**src/rtl/vau_pkg.sv**
```systemverilog
// Package vau_pkg
// Shared field positions, operation codes and the decoded micro-op record
// used by every module of the vector logic/arithmetic unit.
// Assumes a fixed 32-bit instruction word and a 128-entry register file.
package vau_pkg;

    localparam int INSN_W   = 32;
    localparam int REG_AW   = 7;
    localparam int CNT_W    = 4;
    localparam int IMM_W    = 7;

    localparam int GRP_LSB  = 28;
    localparam int CNT_LSB  = 24;
    localparam int SUB_LSB  = 21;
    localparam int SRCA_LSB = 14;
    localparam int DST_LSB  = 7;
    localparam int SRCB_LSB = 0;

    localparam logic [3:0] GRP_LOGIC = 4'hB;
    localparam logic [3:0] GRP_ARITH = 4'hA;

    // Where the second operand comes from.
    typedef enum logic [1:0] {
        BSRC_STEP  = 2'd0,
        BSRC_FIXED = 2'd1,
        BSRC_IMM   = 2'd2
    } bsrc_e;

    // Function performed on each element.
    typedef enum logic [2:0] {
        FN_AND = 3'd0,
        FN_XOR = 3'd1,
        FN_OR  = 3'd2,
        FN_ADD = 3'd3,
        FN_SUB = 3'd4,
        FN_SUM = 3'd5,
        FN_ABS = 3'd6
    } fn_e;

    typedef struct packed {
        logic              known;
        fn_e               fn;
        bsrc_e             bsrc;
        logic              a_step;
        logic              d_step;
        logic [CNT_W-1:0]  cnt;
        logic [REG_AW-1:0] ra;
        logic [REG_AW-1:0] rd;
        logic [REG_AW-1:0] rb;
    } uop_t;

endpackage

```
**src/rtl/vau_decode.sv**
```systemverilog
// Module vau_decode
// Turns a raw instruction word into a micro-op: function, operand source,
// stepping flags and register fields. Purely combinational.
// Assumes the word layout held in vau_pkg; groups other than logic and
// arithmetic come out with known = 0.
module vau_decode
    import vau_pkg::*;
(
    input  logic [INSN_W-1:0] word,
    output uop_t              uop
);

    logic [3:0] grp;
    logic [2:0] sub;

    assign grp = word[GRP_LSB +: 4];
    assign sub = word[SUB_LSB +: 3];

    // Field extraction and per-group sub-operation mapping.
    always_comb begin
        uop        = '0;
        uop.cnt    = word[CNT_LSB  +: CNT_W];
        uop.ra     = word[SRCA_LSB +: REG_AW];
        uop.rd     = word[DST_LSB  +: REG_AW];
        uop.rb     = word[SRCB_LSB +: REG_AW];
        uop.a_step = 1'b1;
        uop.d_step = 1'b1;
        uop.fn     = FN_AND;
        uop.bsrc   = BSRC_STEP;
        if (grp == GRP_LOGIC) begin
            uop.known = 1'b1;
            case (sub)
                3'd0: begin uop.fn = FN_AND; uop.bsrc = BSRC_STEP;  end
                3'd1: begin uop.fn = FN_AND; uop.bsrc = BSRC_FIXED; end
                3'd2: begin uop.fn = FN_AND; uop.bsrc = BSRC_IMM;   end
                3'd3: begin uop.fn = FN_XOR; uop.bsrc = BSRC_STEP;  end
                3'd4: begin uop.fn = FN_XOR; uop.bsrc = BSRC_FIXED; end
                3'd5: begin uop.fn = FN_XOR; uop.bsrc = BSRC_IMM;   end
                3'd6: begin uop.fn = FN_OR;  uop.bsrc = BSRC_STEP;  end
                default: begin uop.fn = FN_OR; uop.bsrc = BSRC_FIXED; end
            endcase
        end else if (grp == GRP_ARITH) begin
            uop.known = 1'b1;
            case (sub)
                3'd0: begin uop.fn = FN_ADD; uop.bsrc = BSRC_STEP;  end
                3'd1: begin uop.fn = FN_ADD; uop.bsrc = BSRC_FIXED; end
                3'd2: begin uop.fn = FN_ADD; uop.bsrc = BSRC_IMM;   end
                3'd3: begin
                    uop.fn     = FN_SUM;
                    uop.bsrc   = BSRC_FIXED;
                    uop.d_step = 1'b0;
                end
                3'd4: begin uop.fn = FN_SUB; uop.bsrc = BSRC_STEP;  end
                3'd5: begin uop.fn = FN_SUB; uop.bsrc = BSRC_FIXED; end
                3'd6: begin uop.fn = FN_SUB; uop.bsrc = BSRC_IMM;   end
                default: begin
                    uop.fn     = FN_ABS;
                    uop.bsrc   = BSRC_STEP;
                    uop.a_step = 1'b0;
                end
            endcase
        end
    end

endmodule

```
**src/rtl/vau_seq.sv**
```systemverilog
// Module vau_seq
// Instruction handshake and element sequencer. Takes one word while idle,
// holds its micro-op and walks an element index from 0 to the count.
// Assumes a word with an unknown group is consumed without starting a run.
module vau_seq
    import vau_pkg::*;
(
    input  logic             clk,
    input  logic             rst_n,
    input  logic             insn_valid,
    input  uop_t             uop_in,
    output logic             insn_ready,
    output uop_t             uop_q,
    output logic             busy,
    output logic [CNT_W-1:0] idx,
    output logic             first,
    output logic             last
);

    typedef enum logic {ST_IDLE = 1'b0, ST_RUN = 1'b1} seq_state_e;

    seq_state_e state;
    logic       accept;

    assign insn_ready = (state == ST_IDLE);
    assign accept     = insn_valid && insn_ready;
    assign busy       = (state == ST_RUN);
    assign first      = (idx == '0);
    assign last       = (idx == uop_q.cnt);

    // State, latched micro-op and element index.
    always_ff @(posedge clk) begin
        if (!rst_n) begin
            state <= ST_IDLE;
            uop_q <= '0;
            idx   <= '0;
        end else begin
            case (state)
                ST_IDLE: begin
                    if (accept && uop_in.known) begin
                        state <= ST_RUN;
                        uop_q <= uop_in;
                        idx   <= '0;
                    end
                end
                default: begin
                    if (last) begin
                        state <= ST_IDLE;
                    end else begin
                        idx <= idx + 1'b1;
                    end
                end
            endcase
        end
    end

    AST_TAKEN_DROPS_READY: assert property (@(posedge clk) disable iff (!rst_n)
        (accept && uop_in.known) |=> !insn_ready);

    AST_UNKNOWN_KEEPS_READY: assert property (@(posedge clk) disable iff (!rst_n)
        (accept && !uop_in.known) |=> insn_ready);

    AST_INDEX_IN_RANGE: assert property (@(posedge clk) disable iff (!rst_n)
        busy |-> (idx <= uop_q.cnt));

    AST_RUN_ENDS_AT_LAST: assert property (@(posedge clk) disable iff (!rst_n)
        (busy && last) |=> insn_ready);

endmodule

```
**src/rtl/vau_exec.sv**
```systemverilog
// Module vau_exec
// Per-element datapath: forms the three register indices from the element
// index, masks register 0 to zero, picks the second operand, computes the
// result and gates the write. Keeps one accumulator for the reduction sum.
// Assumes the register file answers reads in the same cycle.
module vau_exec
    import vau_pkg::*;
#(
    parameter int DATA_W = 32
) (
    input  logic              clk,
    input  logic              rst_n,
    input  logic              busy,
    input  logic [CNT_W-1:0]  idx,
    input  logic              first,
    input  logic              last,
    input  fn_e               fn,
    input  bsrc_e             bsrc,
    input  logic              a_step,
    input  logic              d_step,
    input  logic [REG_AW-1:0] ra,
    input  logic [REG_AW-1:0] rd,
    input  logic [REG_AW-1:0] rb,
    output logic [REG_AW-1:0] a_addr,
    input  logic [DATA_W-1:0] a_data,
    output logic [REG_AW-1:0] b_addr,
    input  logic [DATA_W-1:0] b_data,
    output logic              wr_en,
    output logic [REG_AW-1:0] wr_addr,
    output logic [DATA_W-1:0] wr_data,
    output logic              done
);

    localparam int PAD_W = REG_AW - CNT_W;

    logic [REG_AW-1:0] step;
    logic [DATA_W-1:0] opa;
    logic [DATA_W-1:0] breg;
    logic [DATA_W-1:0] opb;
    logic [DATA_W-1:0] imm_ext;
    logic [DATA_W-1:0] acc_q;
    logic [DATA_W-1:0] acc_next;
    logic [DATA_W-1:0] result;
    logic              write_slot;

    assign step    = {{PAD_W{1'b0}}, idx};
    assign a_addr  = a_step ? (ra + step) : ra;
    assign b_addr  = (bsrc == BSRC_STEP) ? (rb + step) : rb;
    assign wr_addr = d_step ? (rd + step) : rd;

    // Register 0 always reads as zero.
    assign opa     = (a_addr == '0) ? '0 : a_data;
    assign breg    = (b_addr == '0) ? '0 : b_data;
    assign imm_ext = {{(DATA_W-IMM_W){rb[IMM_W-1]}}, rb};
    assign opb     = (bsrc == BSRC_IMM) ? imm_ext : breg;

    // Running total for the reduction: seeded with B on the first element.
    assign acc_next = first ? (opa + opb) : (acc_q + opa);

    // Element result selection.
    always_comb begin
        case (fn)
            FN_AND:  result = opa & opb;
            FN_XOR:  result = opa ^ opb;
            FN_OR:   result = opa | opb;
            FN_ADD:  result = opa + opb;
            FN_SUB:  result = opa - opb;
            FN_SUM:  result = acc_next;
            default: result = opb[DATA_W-1] ? (opa - opb) : (opa + opb);
        endcase
    end

    // Accumulator update on every running element.
    always_ff @(posedge clk) begin
        if (!rst_n) begin
            acc_q <= '0;
        end else if (busy) begin
            acc_q <= acc_next;
        end
    end

    assign write_slot = busy && ((fn != FN_SUM) || last);
    assign wr_en      = write_slot && (wr_addr != '0);
    assign wr_data    = result;
    assign done       = busy && last;

    AST_DEST_ADVANCES: assert property (@(posedge clk) disable iff (!rst_n)
        (wr_en && $past(wr_en) && d_step) |-> (wr_addr == $past(wr_addr) + 1'b1));

    AST_DONE_IS_PULSE: assert property (@(posedge clk) disable iff (!rst_n)
        done |=> !done);

    AST_SUM_WRITES_AT_END: assert property (@(posedge clk) disable iff (!rst_n)
        (wr_en && (fn == FN_SUM)) |-> done);

    AST_FIXED_B_HELD: assert property (@(posedge clk) disable iff (!rst_n)
        (busy && !first && (bsrc == BSRC_FIXED)) |-> (b_addr == $past(b_addr)));

endmodule

```
**src/rtl/vec_alu_unit.sv**
```systemverilog
// Module vec_alu_unit
// Top of the vector logic/arithmetic unit: decodes the offered word,
// sequences elements and streams one register-file write per cycle.
// Assumes an external register file with two same-cycle read ports and
// one write port that commits at the rising edge.
module vec_alu_unit
    import vau_pkg::*;
#(
    parameter int DATA_W = 32
) (
    input  logic              clk,
    input  logic              rst_n,
    input  logic              insn_valid,
    output logic              insn_ready,
    input  logic [31:0]       insn_word,
    output logic [6:0]        rf_a_addr,
    input  logic [DATA_W-1:0] rf_a_data,
    output logic [6:0]        rf_b_addr,
    input  logic [DATA_W-1:0] rf_b_data,
    output logic              wr_en,
    output logic [6:0]        wr_addr,
    output logic [DATA_W-1:0] wr_data,
    output logic              done
);

    uop_t             dec_uop;
    uop_t             run_uop;
    logic             busy;
    logic [CNT_W-1:0] idx;
    logic             first;
    logic             last;

    vau_decode u_decode (
        .word (insn_word),
        .uop  (dec_uop)
    );

    vau_seq u_seq (
        .clk        (clk),
        .rst_n      (rst_n),
        .insn_valid (insn_valid),
        .uop_in     (dec_uop),
        .insn_ready (insn_ready),
        .uop_q      (run_uop),
        .busy       (busy),
        .idx        (idx),
        .first      (first),
        .last       (last)
    );

    vau_exec #(.DATA_W(DATA_W)) u_exec (
        .clk     (clk),
        .rst_n   (rst_n),
        .busy    (busy && run_uop.known),
        .idx     (idx),
        .first   (first),
        .last    (last),
        .fn      (run_uop.fn),
        .bsrc    (run_uop.bsrc),
        .a_step  (run_uop.a_step),
        .d_step  (run_uop.d_step),
        .ra      (run_uop.ra),
        .rd      (run_uop.rd),
        .rb      (run_uop.rb),
        .a_addr  (rf_a_addr),
        .a_data  (rf_a_data),
        .b_addr  (rf_b_addr),
        .b_data  (rf_b_data),
        .wr_en   (wr_en),
        .wr_addr (wr_addr),
        .wr_data (wr_data),
        .done    (done)
    );

    AST_NO_WRITE_WHILE_READY: assert property (@(posedge clk) disable iff (!rst_n)
        insn_ready |-> (!wr_en && !done));

    AST_REG0_NEVER_WRITTEN: assert property (@(posedge clk) disable iff (!rst_n)
        (busy && (wr_addr == 7'd0)) |-> !wr_en);

endmodule

```
**config.mk**
```make
export PLATFORM = sky130hd
export DESIGN_NAME = vec_alu_unit
export DESIGN_NICKNAME = d
export VERILOG_FILES = /design/src/rtl/vau_pkg.sv /design/src/rtl/vau_decode.sv /design/src/rtl/vau_seq.sv /design/src/rtl/vau_exec.sv /design/src/rtl/vec_alu_unit.sv
export SDC_FILE = /design/constraint.sdc
export NUM_CORES = 1
export LEC_CHECK = 0
export ABC_CLOCK_PERIOD_IN_PS = 13400
export BUFFER_PORTS_ARGS = -buffer_cell sky130_fd_sc_hd__buf_2
export CAP_MARGIN = 20
export CORE_MARGIN = 5
export CORE_UTILIZATION = 60
export DETAILED_ROUTE_END_ITERATION = 10
export PLACE_DENSITY = 0.81
export SYNTH_ARGS = -nofsm -noshare
export SYNTH_HDL_FRONTEND = slang
export SYNTH_SLANG_ARGS = --single-unit
```
**constraint.sdc**
```tcl
create_clock -name clk -period 13.4 [get_ports clk]
set_clock_uncertainty 0.15 [all_clocks]
set_input_delay 1.34 -clock clk [delete_from_list [all_inputs] [get_ports clk]]
set_output_delay 1.34 -clock clk [all_outputs]
set_load 0.02 [all_outputs]
```
==> run_results.csv <==
group,metric,value,unit
status,status,"completed",
min_path,hold_depth,2,
drt,drt-total-wl,41800,microns
sta,fin_crit,8.56,ns
worst_setup_path,critPathKind,"register to output pin",
worst_setup_path,worstReg2RegEnd,"u_exec.acc_q[27]",
yosys,ys_seq_elements,70,
clocking,htree_levels,3,
clocking,cts_buffers,9,
die,io_pins,155,
global_route,track_usage,36.3,%
flow_run,cap_violations,0,
layout,drive_gt1_share,13.2,%
worst_setup_path,cpMostUsedCell,"a211oi_1",
layout,mostFrequentLayoutCells,"nand2_1, a21oi_1, nor2_1",
die,dieWidth,149,microns
global_route,grt_pass1_vias,12400,
drt,first_iter_violations,1510,
layout,area_growth,9.35,%
sta,hold-worst-slack,0.323,ns
drt,via_per_inst,6.50,
worst_setup_path,cp-startpoint,"u_seq.idx[0]",
clocking,hold_buffers,0,
worst_setup_path,crit_required,11.91,ns
die,core-area,0.0189,sq mm
pwr,power.leakage,5.95,nW
pwr,switchingPower,0.000450,W
clocking,clk_latency,0.36,ns
pwr,ir_worst_vdd,0.0700,mV
worst_setup_path,critical_path.max_stage_delay,0.64,ns
worst_setup_path,r2r-start,"u_seq.idx[0]",
yosys,synth_seq_area_share,12.1,%
worst_setup_path,r2r_cells,20,
clocking,cts-resized-gates,0,
sta,hold_viol_final,0,
yosys,synth_edf_count,0,
min_path,min_from,"u_seq.uop_q[22]",
pwr,pwr-share-seq,21.6,%
worst_setup_path,regToRegSetupSlack,6.73,ns
pwr,p_total,0.000986,W
drt,wl_per_cell,20.7,microns
global_route,grt_pass1_wl,65400,microns
placed_design,place_ws,5.40,ns
pwr,p_per_area,77.6,mW/mm^2
die,die_area,0.0222,sq mm
yosys,synth_cell_types,94,
drt,ant_nets,0,
global_route,antenna_found_initial,2,
yosys,ys.flop_type,"dfxtp_1",
die,rows,50,
layout,final_nets,2002,
pwr,clkPwrFrac,26.0,%
sta,max_freq,0.117,GHz
clocking,post_cts_buffers,0,
yosys,synthArstFlopShare,0,%
placed_design,place.gp.congestion,1.05,
min_path,holdPathEnd,"u_seq.uop_q[22]",
sta,worstMarginPinSlew,1.23,ns
clocking,clockRootBuffer,"clkbuf_16",
clocking,cts_tree,"done",
placed_design,numPortBuffers,154,
worst_setup_path,critPathLaunchType,"register",
global_route,grt_overflow,0,
worst_setup_path,crit_slowest_cell,"or2_2",
drt,drc_errors,0,
pwr,p_comb_share,52.4,%
worst_setup_path,cp_data_arrival_time,7.07,ns
layout,final_common_cell,"nand2_1",
sta,rsz0062_at_grt,"no",
placed_design,place_hpwl,31000,microns
yosys,yosys_warnings,0,
sta,finalCritPeriodShare,63.9,%
die,start_util,61.5,%
worst_setup_path,cp-end-kind,"output pin",
sta,slew_headroom,18.0,%
sta,fin_ws,4.84,ns
sta,final_max_slew_viol_count,0,
pwr,netSwitchingFraction,45.6,%
layout,final_core_util,67.2,%
worst_setup_path,worstPathCellList,"ha_1, fa_1, xor2_1, mux2i_1, o21ai_0, or4_4, or2_2, nand2_1, inv_1, ha_1, fa_1, a211oi_1, o21a_1, nor4_1, a211oi_1, a21oi_1, o2111a_1, a211oi_1, o21ai_0, nor4_1, nand3_1, buf_2",
worst_setup_path,worst-path-max-fanout,30,
yosys,synth_nets,1927,
sta,fin_tns_setup,0,ns
clocking,cts_sinks,70,
drt,vias,13200,
clocking,cts_max_path_buffers,2,
yosys,avgSynthCellArea,6.90,sq um
sta,finalSetupViolCount,0,
yosys,syn-cell-area,0.0116,sq mm
die,die_y,149,microns
clocking,path_clk_slew,0.07,ns
yosys,syn-instance-count,1682,
global_route,grt_max_degree,68,
min_path,hold_class,"register to register",
drt,drt_pass1_iterations,7,
pwr,p_int,0.000536,W
[cells in the mapped netlist (7+ instances only)]
cell      number  area [sq um]
a211o_1        7          61.3
a211oi_1      49           368
a21boi_0       7          52.6
a21o_1        42           315
a21oi_1      170           851
a221oi_1      12           105
a22oi_1        7          52.6
a31oi_1       17           106
and2_1        14          87.6
buf_1          9          33.8
buf_2          8          40.0
clkbuf_1      83           312
dfxtp_1       70          1400
ha_1         140          1750
inv_1        111           417
mux2_2        13           146
mux2i_1       16           160
nand2_1      232           871
nand2b_1      17           106
nand3_1       17          85.1
nand4_1       13          81.3
nor2_1       162           608
nor2b_1       13          81.3
nor3_1        25           125
nor3b_1        7          52.6
nor4_1        10          62.6
o211ai_1      10          75.1
o21a_1         7          52.6
o21ai_0       87           435
o21bai_1      15           113
o221ai_1      12           105
o22ai_1       17           106
o31ai_1        9          67.6
xnor2_1       89           780
xor2_1        23           201
[stage by stage]
stage / instances / area, sq um
6_report: 2023 / 12700
5_1_grt: 2023 / 12700
4_1_cts: 2022 / 12700
3_5_place_dp: 2006 / 12400
3_3_place_gp: 2006 / 12400
2_1_floorplan: 1682 / 11600
[per-layer routing]
metal	track usage (%)	wire [microns]	vias to the layer above	part of all wire, %
met1	47.2	16500	5978	39
met4	17.2	2170	2	5.2
met3	6.20	4650	174	11
met2	58.7	18500	863	44
li1	-	-	6142	-
met5	0	7	-	0.017
[sequential cells by signal, summed over array words and instances (netlist names)]
| name | count |
|---|---|
| u_exec.acc_q | 32 |
| u_seq.idx | 4 |
| u_seq.uop_q | 33 |
| u_seq.busy | 1 |
[power groups by stage]
stage / Combinational (W) / Clock [W] / Sequential, W
after floorplan: 0.000379 / 0 / 0.000217
final: 0.000517 / 0.000256 / 0.000213
after global routing: 0.000559 / 0.000264 / 0.000214
after global placement: 0.000492 / 0 / 0.000218
after CTS: 0.000501 / 0.000256 / 0.000213
after detailed placement: 0.000498 / 0 / 0.000218
[worst max-delay path by stage]
stage | endpoint | slack (ns) | cells after the start
floorplan | wr_data[28] | 6.40 | 23
global placement | wr_data[28] | 5.61 | 22
detailed placement | wr_data[30] | 5.40 | 22
CTS | wr_data[30] | 4.96 | 22
global route | wr_data[30] | 4.50 | 21
finish | wr_data[30] | 4.84 | 22
[cell type report]
type	instances	area, sq um
flip-flops and latches	70	1410
inverters	113	424
fillers	1746	6190
repair buffers	167	868
diodes	1	2.50
clock buffers	9	225
well taps	260	325
multi-input cells	1396	9380
clock inverters	7	71.3
[worst max-delay path: cells and delay by family, from the launching register on]
kind | cells | cell delay (ns)
multiplexers | 1 | 0.18
XOR/XNOR | 1 | 0.18
AND/OR/NAND/NOR | 6 | 2.05
flip-flops | 1 | 0.40
buffers and inverters | 2 | 0.29
adder cells (fa/ha/maj) | 4 | 1.45
AO/OA/AOI/OAI | 8 | 2.14
[logic make-up after synthesis]
logic type,count (synthesis),share of synthesized area [%]
AND/OR/NAND/NOR,555,21.6
buffers and inverters,216,7.23
adder cells (fa/ha/maj),147,16.2
AO/OA/AOI/OAI,552,31.6
multiplexers,30,2.83
flip-flops,70,12.1
XOR/XNOR,112,8.45
(Power assumes the default switching activity.)
